## src/rtl/char_pack_pkg.sv

```systemverilog
package char_pack_pkg;

   typedef enum logic [1:0] {
      CP_IDLE  = 2'd0,
      CP_READ  = 2'd1,
      CP_WRITE = 2'd2
   } cp_state_t;

endpackage

```

## src/rtl/char_pack_addr.sv

```systemverilog
// Splits a character index into a word offset and a lane, adds the base.
module char_pack_addr #(
   parameter int ADDR_W = 32,
   parameter int IDX_W  = 32,
   parameter int LANES  = 4
) (
   input  logic [ADDR_W-1:0]          base,
   input  logic [IDX_W-1:0]           index,
   output logic [ADDR_W-1:0]          word_addr,
   output logic [$clog2(LANES)-1:0]   lane
);
   localparam int LANE_W = $clog2(LANES);

   logic [IDX_W-1:0]  word_ofs;
   logic [ADDR_W-1:0] ofs_ext;

   // unsigned index: divide and modulo reduce to shift and mask
   assign word_ofs = index >> LANE_W;
   assign lane     = index[LANE_W-1:0];

   generate
      if (IDX_W >= ADDR_W) begin : g_trunc
         assign ofs_ext = word_ofs[ADDR_W-1:0];
      end else begin : g_zext
         assign ofs_ext = {{(ADDR_W-IDX_W){1'b0}}, word_ofs};
      end
   endgenerate

   assign word_addr = base + ofs_ext;

endmodule

```

## src/rtl/char_pack_extract.sv

```systemverilog
// Selects one lane of a word and zero-extends it.
module char_pack_extract #(
   parameter int DATA_W = 32,
   parameter int CHAR_W = 8
) (
   input  logic [DATA_W-1:0]                  word,
   input  logic [$clog2(DATA_W/CHAR_W)-1:0]   lane,
   output logic [DATA_W-1:0]                  char_out
);
   localparam int LANES  = DATA_W / CHAR_W;
   localparam int LANE_W = $clog2(LANES);

   logic [CHAR_W-1:0] lane_chars [LANES];
   logic [CHAR_W-1:0] picked;

   generate
      for (genvar g = 0; g < LANES; g++) begin : g_lane
         assign lane_chars[g] = word[g*CHAR_W +: CHAR_W];
      end
   endgenerate

   always_comb begin
      picked = lane_chars[0];
      for (int k = 1; k < LANES; k++) begin
         if (lane == LANE_W'(k)) picked = lane_chars[k];
      end
   end

   assign char_out = {{(DATA_W-CHAR_W){1'b0}}, picked};

endmodule

```

## src/rtl/char_pack_merge.sv

```systemverilog
// Replaces one lane of a word with a new character.
module char_pack_merge #(
   parameter int DATA_W = 32,
   parameter int CHAR_W = 8
) (
   input  logic [DATA_W-1:0]                  word,
   input  logic [$clog2(DATA_W/CHAR_W)-1:0]   lane,
   input  logic [CHAR_W-1:0]                  new_char,
   output logic [DATA_W-1:0]                  merged
);
   localparam int LANES  = DATA_W / CHAR_W;
   localparam int LANE_W = $clog2(LANES);

   generate
      for (genvar g = 0; g < LANES; g++) begin : g_lane
         assign merged[g*CHAR_W +: CHAR_W] =
            (lane == LANE_W'(g)) ? new_char : word[g*CHAR_W +: CHAR_W];
      end
   endgenerate

endmodule

```

## src/rtl/char_pack_unit.sv

```systemverilog
module char_pack_unit
   import char_pack_pkg::*;
#(
   parameter int ADDR_W = 32,
   parameter int DATA_W = 32,
   parameter int CHAR_W = 8,
   parameter int IDX_W  = 32
) (
   input  logic              clk,
   input  logic              rst_n,
   input  logic              req_valid,
   input  logic              req_store,
   input  logic [ADDR_W-1:0] req_base,
   input  logic [IDX_W-1:0]  req_index,
   input  logic [DATA_W-1:0] req_src,
   output logic              busy,
   output logic              done,
   output logic [DATA_W-1:0] load_data,
   output logic              mem_req,
   output logic              mem_we,
   output logic [ADDR_W-1:0] mem_addr,
   output logic [DATA_W-1:0] mem_wdata,
   input  logic              mem_ack,
   input  logic [DATA_W-1:0] mem_rdata
);
   localparam int LANES  = DATA_W / CHAR_W;
   localparam int LANE_W = $clog2(LANES);

   generate
      if ((DATA_W % CHAR_W) != 0 || LANES < 2 || (1 << LANE_W) != LANES) begin : g_bad_geom
         $error("char_pack_unit: DATA_W/CHAR_W must be a power of two >= 2");
      end
      if (IDX_W < LANE_W) begin : g_bad_idx
         $error("char_pack_unit: IDX_W too small for lane select");
      end
   endgenerate

   cp_state_t         state_q;
   logic [ADDR_W-1:0] addr_q;
   logic [LANE_W-1:0] lane_q;
   logic              store_q;
   logic [CHAR_W-1:0] char_q;
   logic [DATA_W-1:0] word_q;
   logic [DATA_W-1:0] load_q;
   logic              done_q;

   logic [ADDR_W-1:0] calc_addr;
   logic [LANE_W-1:0] calc_lane;
   logic [DATA_W-1:0] ext_char;
   logic [DATA_W-1:0] new_word;
   logic              accept;

   char_pack_addr #(
      .ADDR_W (ADDR_W),
      .IDX_W  (IDX_W),
      .LANES  (LANES)
   ) u_addr (
      .base      (req_base),
      .index     (req_index),
      .word_addr (calc_addr),
      .lane      (calc_lane)
   );

   char_pack_extract #(
      .DATA_W (DATA_W),
      .CHAR_W (CHAR_W)
   ) u_extract (
      .word     (mem_rdata),
      .lane     (lane_q),
      .char_out (ext_char)
   );

   char_pack_merge #(
      .DATA_W (DATA_W),
      .CHAR_W (CHAR_W)
   ) u_merge (
      .word     (mem_rdata),
      .lane     (lane_q),
      .new_char (char_q),
      .merged   (new_word)
   );

   assign accept = req_valid && (state_q == CP_IDLE);

   always_ff @(posedge clk) begin
      if (!rst_n) begin
         state_q <= CP_IDLE;
         addr_q  <= '0;
         lane_q  <= '0;
         store_q <= 1'b0;
         char_q  <= '0;
         word_q  <= '0;
         load_q  <= '0;
         done_q  <= 1'b0;
      end else begin
         done_q <= 1'b0;
         unique case (state_q)
            CP_IDLE: begin
               if (accept) begin
                  addr_q  <= calc_addr;
                  lane_q  <= calc_lane;
                  store_q <= req_store;
                  char_q  <= req_src[CHAR_W-1:0];
                  state_q <= CP_READ;
               end
            end
            CP_READ: begin
               if (mem_ack) begin
                  if (store_q) begin
                     word_q  <= new_word;
                     state_q <= CP_WRITE;
                  end else begin
                     load_q  <= ext_char;
                     done_q  <= 1'b1;
                     state_q <= CP_IDLE;
                  end
               end
            end
            CP_WRITE: begin
               if (mem_ack) begin
                  done_q  <= 1'b1;
                  state_q <= CP_IDLE;
               end
            end
            default: state_q <= CP_IDLE;
         endcase
      end
   end

   assign busy      = (state_q != CP_IDLE);
   assign done      = done_q;
   assign load_data = load_q;
   assign mem_req   = (state_q == CP_READ) || (state_q == CP_WRITE);
   assign mem_we    = (state_q == CP_WRITE);
   assign mem_addr  = addr_q;
   assign mem_wdata = word_q;

endmodule

```

## config.mk

```make
export PLATFORM = sky130hd
export DESIGN_NAME = char_pack_unit
export DESIGN_NICKNAME = d
export VERILOG_FILES = /design/src/rtl/char_pack_pkg.sv /design/src/rtl/char_pack_addr.sv /design/src/rtl/char_pack_extract.sv /design/src/rtl/char_pack_merge.sv /design/src/rtl/char_pack_unit.sv
export SDC_FILE = /design/constraint.sdc
export NUM_CORES = 1
export LEC_CHECK = 0
export CORE_MARGIN = 1.5
export CORE_UTILIZATION = 25
export CTS_BUF_LIST = sky130_fd_sc_hd__clkbuf_4
export DETAILED_ROUTE_END_ITERATION = 7
export PLACE_DENSITY = 0.5
export SKIP_CTS_REPAIR_TIMING = 1
export SLEW_MARGIN = 15
export SYNTH_ARGS = -nofsm -noshare
export SYNTH_HDL_FRONTEND = slang
export SYNTH_SLANG_ARGS = --single-unit
export TNS_END_PERCENT = 30
```

## constraint.sdc

```tcl
create_clock -name clk -period 7.4 [get_ports clk]
set_input_delay 2.22 -clock clk [delete_from_list [all_inputs] [get_ports clk]]
set_output_delay 2.22 -clock clk [all_outputs]
set_load 0.1 [all_outputs]
```

==> results of run 1 <==
worst reg2reg max path: cells and delay by family, from the launching register on:
kind / cells / cell delay [ns]
muxes: 1 / 0.35
and+or+nand+nor: 1 / 0.52
buffers and inverters: 1 / 0.32
DFF: 1 / 0.63
AOI/OAI and AO/OA: 1 / 0.11
cell families (layout without fill, tap and decap cells):
family,Yosys count,in the layout,share of synthesized area [%]
and+or+nand+nor,224,224,17.8
muxes,26,26,6.65
buffers and inverters,73,210,7.57
adders and majority gates,34,34,7.99
xor gates and xnor gates,23,23,3.72
other,1,26,0.0692
DFF,86,86,31.8
AOI/OAI and AO/OA,198,198,24.4
sequential cells by signal, summed over array words and instances, names as in the netlist:
register,cells
mem_addr,32
mem_wdata,32
store_q,1
load_data,8
char_q,8
lane_q,2
done,1
state_q,2
metal layers:
| metal | vias up | share of wire (%) |
|---|---|---|
| li1 | 2661 | - |
| met1 | 2363 | 46 |
| met2 | 159 | 46 |
| met3 | 14 | 6.5 |
| met4 | 0 | 1.6 |
| met5 | - | 0 |
area by class of cell:
| cell class | count | area share, % |
|---|---|---|
| repair buffers | 188 | 25.0 |
| diodes | 2 | 0.0669 |
| clock buffers | 9 | 0.903 |
| well taps | 275 | 4.60 |
| clock inverters | 7 | 0.969 |
| flip-flops and latches | 86 | 23.0 |
| inverters | 6 | 0.301 |
| multi-input cells | 529 | 45.2 |
cells in the final DEF, fill, tap and decap left out, types with 9 or more instances in the layout:
master / synthesis / final
mux2i_1: 18 / 18
a21oi_1: 67 / 67
o21ai_0: 27 / 27
nand2_1: 115 / 114
nand3_1: 25 / 25
nor2_1: 50 / 50
clkbuf_4: 0 / 9
dfxtp_1: 86 / 86
a211oi_1: 25 / 25
xnor2_1: 13 / 13
clkdlybuf4s50_1: 0 / 184
a311oi_1: 16 / 16
xor2_1: 10 / 10
a21o_1: 15 / 15
conb_1: 1 / 24
ha_1: 33 / 33
how the worst max path moves through the flow:
stage	endpoint	start	slack (ns)	cells after the start
2_1_floorplan	mem_addr[28]$_SDFFE_PN0P_	req_base[0]	2.95	10
3_3_place_gp	mem_addr[30]$_SDFFE_PN0P_	req_base[0]	2.06	11
3_5_place_dp	mem_addr[30]$_SDFFE_PN0P_	req_base[0]	2.06	11
5_1_grt	mem_addr[30]$_SDFFE_PN0P_	req_base[0]	2.42	11
6_report	mem_addr[30]$_SDFFE_PN0P_	req_base[0]	2.55	11
4_1_cts	mem_addr[30]$_SDFFE_PN0P_	req_base[0]	2.59	11
metrics by stage:
stage	cell area, µm²	utilization, %
4_1_cts	7480	35.4
3_5_place_dp	7340	34.7
2_1_floorplan	5510	-
5_1_grt	7480	35.4
3_3_place_gp	7340	34.7
6_report	7490	35.4
power breakdown:
part           internal, mW  switching [mW]  leakage (nW)
logic                 0.192           0.415          2.04
clock network         0.104           0.182        0.0739
registers             0.492          0.0228         0.701
total                 0.788           0.620          2.82
==> impl_metrics.py, run 1 <==
metrics = {
    "placement": {
        "preCtsSetupSlack_ns": 2.06,
        "portBuffers": 184,
        "dp_hpwl_um": 13200,
        "place_congestion": 0.779,
        "dpl.cell_count": 1084,
    },
    "critical_path": {
        "critPathKind": "in -> reg",
        "crit_buf_inv": 1,
        "cp_max_fo": 3,
        "cp-end-kind": "flop",
        "crit_path_cell_trace": "clkdlybuf4s50_1, ha_1, fa_1, a211oi_1, o21bai_1, a211oi_1, o22ai_1, o2111ai_1, a31oi_1, xnor2_1, a211oi_1",
        "crit_family": "compound AO/OA/AOI/OAI gates",
        "r2r_slack_ns": 5.31,
        "r2r_cells": 4,
        "rr_endpoint": "mem_wdata[9]$_SDFFE_PN0P_",
        "critPathRequiredTime_ns": 7.79,
        "cp_common_cell": "a211oi_1",
        "cp.arrival_ns": 5.24,
        "critical_path.slowest_cell": "fa_1",
        "cp_slowest_stage_delay_ns": 0.44,
        "cp-start-kind": "input pin",
        "r2r-start": "lane_q[1]$_SDFFE_PN0P_",
    },
    "timing": {
        "rsz0062_at_grt": "false",
        "drv_slew": 0,
        "fin_crit_sh_pct": 65.6,
        "max_freq_mhz": 206,
        "min_period_ns": 4.85,
        "finalSetupTns_ns": 0,
        "whs_ns": 0.464,
        "setup_slack_ns": 2.55,
        "setup_violations": 0,
        "hold_viol_final": 0,
        "max_slew_margin_pct": 25.7,
        "finalClockSkew_ns": 0.0169,
        "tightest_slew_ns": 1.12,
    },
    "detailed_routing": {
        "firstDrtPassIters": 4,
        "wl_per_cell_um": 16.0,
        "drc": 0,
        "drtIter0Drc": 197,
        "vias": 5197,
        "antenna_left": 0,
        "drt-total-wl_um": 17600,
        "routed_via_density": 4.72,
    },
    "clock_network": {
        "numCtsBuffers": 9,
        "cts.sinks": 86,
        "ctsHtreeMaxLevel": 3,
        "clk_latency_ns": 0.47,
        "cts-root-buf": "clkbuf_4",
        "cts_buffer_depth": 2,
        "clk_pin_slew_ns": 0.15,
        "cts_tree": "yes",
    },
    "run_status": {
        "status": "finished, final reports clean",
    },
    "pwr": {
        "power_density_mw_per_mm2": 188,
        "peakVddDrop_mv": 0.0782,
        "power.total_mw": 1.41,
        "leakagePower_nw": 2.82,
    },
    "synthesis": {
        "postSynthCellCount": 665,
        "ys_seq_elements": 86,
        "synth_warnings": 0,
        "synth.cell_area_mm2": 0.00542,
        "avgSynthCellArea_um2": 8.15,
        "yosysTopAreaCell": "dfxtp_1",
        "synthTopCellsByArea": "dfxtp_1 (32%), nand2_1 (8.0%), ha_1 (7.6%)",
        "synth_edf_count": 0,
        "synth_top_cell_area_share_pct": 31.8,
        "synth_cell_types": 61,
        "synthTopCellsByCount": "nand2_1 (115), dfxtp_1 (86), a21oi_1 (67)",
        "yosysMostFrequentCell": "nand2_1",
        "synthFlopType": "dfxtp_1",
        "async_flop_share_pct": 0,
        "yosysSeqAreaShare_pct": 31.8,
    },
    "worst_hold_path": {
        "hold_end": "mem_addr[23]$_SDFFE_PN0P_",
        "hold_path_depth": 2,
        "hold_class": "reg -> reg",
        "min_from": "mem_addr[23]$_SDFFE_PN0P_",
    },
    "global_route": {
        "grt_use_met2_pct": 25.3,
        "use_met1_pct": 20.6,
        "grt_use_met3_pct": 3.58,
        "grt_pass1_wl_um": 27400,
        "grt_max_degree": 65,
        "track_usage_pct": 15.7,
        "top_usage_layer": "met2",
        "grt-ovfl-total": 0,
        "antenna_found_initial": 2,
        "grt_pass1_vias": 5060,
    },
    "flow_run": {
        "maxCapViolCount": 0,
    },
    "finish": {
        "multi_input_area_mm2": 0.00338,
        "instances_no_fill": 1102,
        "drive_gt1_share_pct": 6.18,
        "ff_latch_area_mm2": 0.00172,
        "syn_to_final_growth_pct": 38.1,
        "nets": 987,
        "nFillCells": 2263,
    },
    "floorplanning": {
        "dieWidth_um": 150,
        "initial_core_util_pct": 25.6,
        "dieArea_mm2": 0.0226,
        "die_h_um": 150,
        "io_pins": 233,
        "core_mm2": 0.0212,
        "num_rows": 53,
    },
}
(Power assumes the default switching activity.)
==> inputs of run 2 (changes only) <==
==> constraint.sdc (replaced) <==
create_clock -name clk -period 4.5 [get_ports clk]
set_input_delay 1.35 -clock clk [delete_from_list [all_inputs] [get_ports clk]]
set_output_delay 1.35 -clock clk [all_outputs]
set_load 0.1 [all_outputs]
==> impl_metrics.py, run 2 (synthesis results as in run 1) <==
metrics = {
    "flow_run": {
        "maxCapViolCount": 0,
    },
    "global_route": {
        "grt-ovfl-total": 0,
        "grt_pass1_wl_um": 27600,
        "antenna_found_initial": 2,
        "grt_pass1_vias": 5095,
        "track_usage_pct": 15.9,
        "grt_max_degree": 65,
    },
    "critical_path": {
        "cp.arrival_ns": 4.25,
        "cp-start-kind": "input pin",
        "r2r-start": "state_q[0]$_SDFFE_PN0P_",
        "cp_max_fo": 3,
        "cp-end-kind": "flop",
        "cp_common_cell": "a211oi_1",
        "crit_buf_inv": 1,
        "crit_path_cell_trace": "clkdlybuf4s50_1, ha_1, fa_1, a211oi_1, o21bai_1, a211oi_1, o22ai_1, o2111ai_1, a31oi_1, xnor2_1, a211oi_1",
        "startpoint": "req_base[0]",
        "cp_slowest_stage_delay_ns": 0.44,
        "r2r_slack_ns": 2.60,
        "critPathKind": "in -> reg",
        "crit_family": "compound AO/OA/AOI/OAI gates",
        "critPathRequiredTime_ns": 4.87,
        "critical_path.slowest_cell": "fa_1",
    },
    "pwr": {
        "power_density_mw_per_mm2": 315,
        "peakVddDrop_mv": 0.150,
        "leakagePower_nw": 2.85,
    },
    "placement": {
        "dp_hpwl_um": 13400,
        "preCtsSetupSlack_ns": 0.0751,
        "portBuffers": 184,
        "place_congestion": 0.802,
        "placed_area_mm2": 0.00737,
    },
    "timing": {
        "max_slew_margin_pct": 29.3,
        "setup_slack_ns": 0.614,
        "max_freq_mhz": 257,
        "tightest_slew_ns": 1.06,
        "finalClockSkew_ns": 0.0210,
        "finalSetupTns_ns": 0,
        "min_period_ns": 3.89,
        "hold_viol_final": 0,
        "rsz0062_at_grt": "false",
        "setup_violations": 0,
        "fin_crit_sh_pct": 86.4,
        "drv_slew": 0,
    },
    "finish": {
        "final_common_cell": "clkdlybuf4s50_1",
        "nets": 990,
        "syn_to_final_growth_pct": 38.9,
        "multi_input_area_mm2": 0.00338,
        "drive_gt1_share_pct": 6.53,
        "postLayoutCellArea_mm2": 0.00753,
        "layout_common_cells": "clkdlybuf4s50_1 (183), nand2_1 (114), dfxtp_1 (86)",
        "ff_latch_area_mm2": 0.00172,
        "nFillCells": 2243,
    },
    "clock_network": {
        "cts_buffer_depth": 2,
        "ctsHtreeMaxLevel": 3,
        "cts_tree": "yes",
        "cts-root-buf": "clkbuf_4",
        "clk_latency_ns": 0.46,
        "cts.sinks": 86,
        "numCtsBuffers": 9,
        "clk_pin_slew_ns": 0.14,
    },
    "worst_hold_path": {
        "min_from": "load_data[2]$_SDFFE_PN0P_",
        "hold_class": "reg -> reg",
    },
    "detailed_routing": {
        "routed_via_density": 4.78,
        "vias": 5274,
        "drt-total-wl_um": 17800,
        "drtIter0Drc": 191,
        "drc": 0,
        "firstDrtPassIters": 4,
        "antenna_left": 0,
        "wl_per_cell_um": 16.1,
    },
    "floorplanning": {
        "core_mm2": 0.0212,
        "initial_core_util_pct": 25.6,
        "dieArea_mm2": 0.0226,
        "num_rows": 53,
        "io_pins": 233,
        "die_h_um": 150,
        "dieWidth_um": 150,
    },
    "run_status": {
        "status": "finished, final reports clean",
    },
}
==> run 2: path summary, 6_finish.rpt <==
check                              endpoint  depth (start not counted)
setup / recovery  mem_addr[30]$_SDFFE_PN0P_                         11
hold / removal    load_data[2]$_SDFFE_PN0P_                          2
setup reg to reg  mem_addr[24]$_SDFFE_PN0P_                          6
hold reg to reg   load_data[2]$_SDFFE_PN0P_                          2
==> run 2: routing by layer <==
metal | global-route usage, % | vias up | wire, µm
met5 | 0 | - | 0
met4 | 4.22 | 0 | 201
met3 | 3.36 | 15 | 1030
met2 | 25.9 | 147 | 8280
met1 | 21.1 | 2444 | 8260
li1 | - | 2668 | -
==> run 2: area by class of cell <==
type	count	share of cell area [%]
Sequential cell	86	22.9
Multi-Input combinational cell	529	44.9
Inverter	6	0.299
Antenna cell	2	0.0664
Tap cell	275	4.57
Clock buffer	9	0.897
Clock inverter	6	1.15
Timing Repair Buffer	191	25.3
==> run 2: report_power, final <==
| part | switching [mW] | total (mW) | internal, mW |
|---|---|---|---|
| logic | 0.687 | 1.01 | 0.319 |
| clock network | 0.303 | 0.526 | 0.223 |
| registers | 0.0335 | 0.843 | 0.809 |
| total | 1.02 | 2.37 | 1.35 |
==> run 2: worst register-to-register path: stages, from the launching register on <==
cell and delay [ns]:
dfxtp_1 0.35, inv_1 0.08, ha_1 0.22, and2_2 0.58, buf_4 0.35, nand3_1 0.10, o211ai_1 0.17
==> run 2: per-stage QoR <==
stage          instances  hold WS, ns  util (%)  power (mW)
2_1_floorplan        688        0.449         -        1.60
3_3_place_gp        1087        0.442      34.9        1.87
3_5_place_dp        1087        0.447      34.9        1.87
4_1_cts             1102        0.465      35.6        2.41
5_1_grt             1103        0.478      35.6        2.50
6_report            1104        0.463      35.6        2.37
==> inputs of run 3 (changes only) <==
--- a/config.mk
+++ b/config.mk
@@ -9,6 +9,8 @@
 export CORE_UTILIZATION = 25
 export CTS_BUF_LIST = sky130_fd_sc_hd__clkbuf_4
 export DETAILED_ROUTE_END_ITERATION = 7
+export GPL_TIMING_DRIVEN = 0
+export HOLD_SLACK_MARGIN = 0.12
 export PLACE_DENSITY = 0.5
 export SKIP_CTS_REPAIR_TIMING = 1
 export SLEW_MARGIN = 15
==> impl_metrics.py, run 3 (synthesis results as in run 1) <==
metrics = {
    "timing": {
        "min_period_ns": 4.02,
        "tightest_slew_ns": 1.04,
        "whs_ns": 0.466,
        "drv_slew": 0,
        "max_slew_margin_pct": 30.3,
        "hold_viol_final": 0,
        "fin_crit_sh_pct": 89.4,
        "rsz0062_at_grt": "false",
        "setup_violations": 0,
        "max_freq_mhz": 249,
        "finalClockSkew_ns": 0.0274,
    },
    "floorplanning": {
        "core_mm2": 0.0212,
        "dieWidth_um": 150,
        "initial_core_util_pct": 25.6,
        "num_rows": 53,
        "dieArea_mm2": 0.0226,
        "die_h_um": 150,
        "io_pins": 233,
    },
    "detailed_routing": {
        "drtIter0Drc": 226,
        "drt-total-wl_um": 19600,
        "vias": 5491,
        "drc": 0,
        "wl_per_cell_um": 16.8,
        "firstDrtPassIters": 5,
        "routed_via_density": 4.72,
        "antenna_left": 0,
    },
    "clock_network": {
        "clk_latency_ns": 0.47,
        "clk_pin_slew_ns": 0.15,
        "ctsHtreeMaxLevel": 3,
        "cts-root-buf": "clkbuf_4",
        "cts_tree": "yes",
        "numCtsBuffers": 9,
        "cts.sinks": 86,
        "cts_buffer_depth": 2,
    },
    "global_route": {
        "grt-ovfl-total": 0,
        "grt_pass1_vias": 5372,
        "grt_max_degree": 14,
        "track_usage_pct": 17.3,
        "antenna_found_initial": 2,
        "grt_pass1_wl_um": 29700,
    },
    "finish": {
        "drive_gt1_share_pct": 8.58,
        "syn_to_final_growth_pct": 44.2,
        "nFillCells": 2242,
        "multi_input_area_mm2": 0.00338,
        "layout_common_cells": "clkdlybuf4s50_1 (183), nand2_1 (115), dfxtp_1 (86)",
        "nets": 1049,
        "ff_latch_area_mm2": 0.00172,
        "final_common_cell": "clkdlybuf4s50_1",
    },
    "placement": {
        "dp_hpwl_um": 15500,
        "place_congestion": 0.849,
        "portBuffers": 183,
    },
    "critical_path": {
        "rr_endpoint": "mem_addr[20]$_SDFFE_PN0P_",
        "cp.arrival_ns": 4.36,
        "r2r_slack_ns": 2.27,
        "r2r-start": "state_q[0]$_SDFFE_PN0P_",
        "critPathRequiredTime_ns": 4.84,
        "cp_max_fo": 3,
        "cp-end-kind": "flop",
        "r2r_cells": 6,
        "critPathKind": "in -> reg",
        "cp-start-kind": "input pin",
    },
    "flow_run": {
        "maxCapViolCount": 0,
    },
    "run_status": {
        "status": "finished, final reports clean",
    },
    "worst_hold_path": {
        "min_from": "mem_addr[16]$_SDFFE_PN0P_",
        "hold_end": "mem_addr[16]$_SDFFE_PN0P_",
        "hold_class": "reg -> reg",
        "hold_path_depth": 2,
    },
    "pwr": {
        "peakVddDrop_mv": 0.147,
        "power_density_mw_per_mm2": 300,
        "power.total_mw": 2.34,
        "leakagePower_nw": 3.01,
    },
}
[run 3: changes by cell type in the layout (fill, tap and decap cells not counted), moves of 2 or more]
cell,previous run,this run
clkbuf_1,0,29
clkinv_1,1,3
buf_6,0,2
buf_1,0,2
buf_4,7,26
buf_2,0,5
[run 3: metrics by stage]
stage,worst slack (ns),setup TNS [ns],instance area [µm²],utilization (%),instances
5_1_grt,0.290,0,7810,36.9,1162
3_5_place_dp,-0.0280,-0.0280,7680,36.3,1146
2_1_floorplan,0.921,0,5510,-,688
6_report,0.478,0,7820,37.0,1164
4_1_cts,0.469,0,7810,36.9,1161
3_3_place_gp,-0.0167,-0.0167,7680,36.3,1146
[run 3: worst max-delay path by stage]
stage | startpoint | slack (ns) | cells past startpoint | to
global route | req_base[0] | 0.29 | 11 | mem_addr[30]$_SDFFE_PN0P_
detailed placement | req_base[0] | -0.03 | 11 | mem_addr[30]$_SDFFE_PN0P_
floorplan | req_base[0] | 0.92 | 10 | mem_addr[28]$_SDFFE_PN0P_
global placement | req_base[0] | -0.02 | 11 | mem_addr[30]$_SDFFE_PN0P_
CTS | req_base[0] | 0.47 | 11 | mem_addr[30]$_SDFFE_PN0P_
finish | req_base[0] | 0.48 | 11 | mem_addr[30]$_SDFFE_PN0P_
[run 3: worst max-delay path, stage by stage]
cell	delay [ns]
clkdlybuf4s50_1	0.40
ha_1	0.25
fa_1	0.44
a211oi_1	0.32
o21bai_1	0.20
a211oi_1	0.39
o22ai_1	0.22
o2111ai_1	0.25
a31oi_1	0.14
xnor2_1	0.27
a211oi_1	0.12
[run 3: area by class of cell]
type / count / area share (%)
inverter: 6 / 0.288
antenna: 3 / 0.0960
sequential: 86 / 22.0
timing repair buffer: 183 / 23.4
clock inverter: 5 / 0.656
clock buffer: 10 / 0.960
tap: 275 / 4.40
buffer: 67 / 4.96
multi-input combinational: 529 / 43.2
[run 3: metal layers]
layer | global-route usage (%) | wire length, µm
met3 | 4.79 | 1520
met1 | 22.6 | 8790
met4 | 2.65 | 140
met5 | 0 | 0
met2 | 28.8 | 9110
[run 3: report_power, final]
part,internal (mW),switching [mW],total [mW]
clock network,0.170,0.283,0.453
logic,0.339,0.707,1.05
registers,0.809,0.0342,0.843
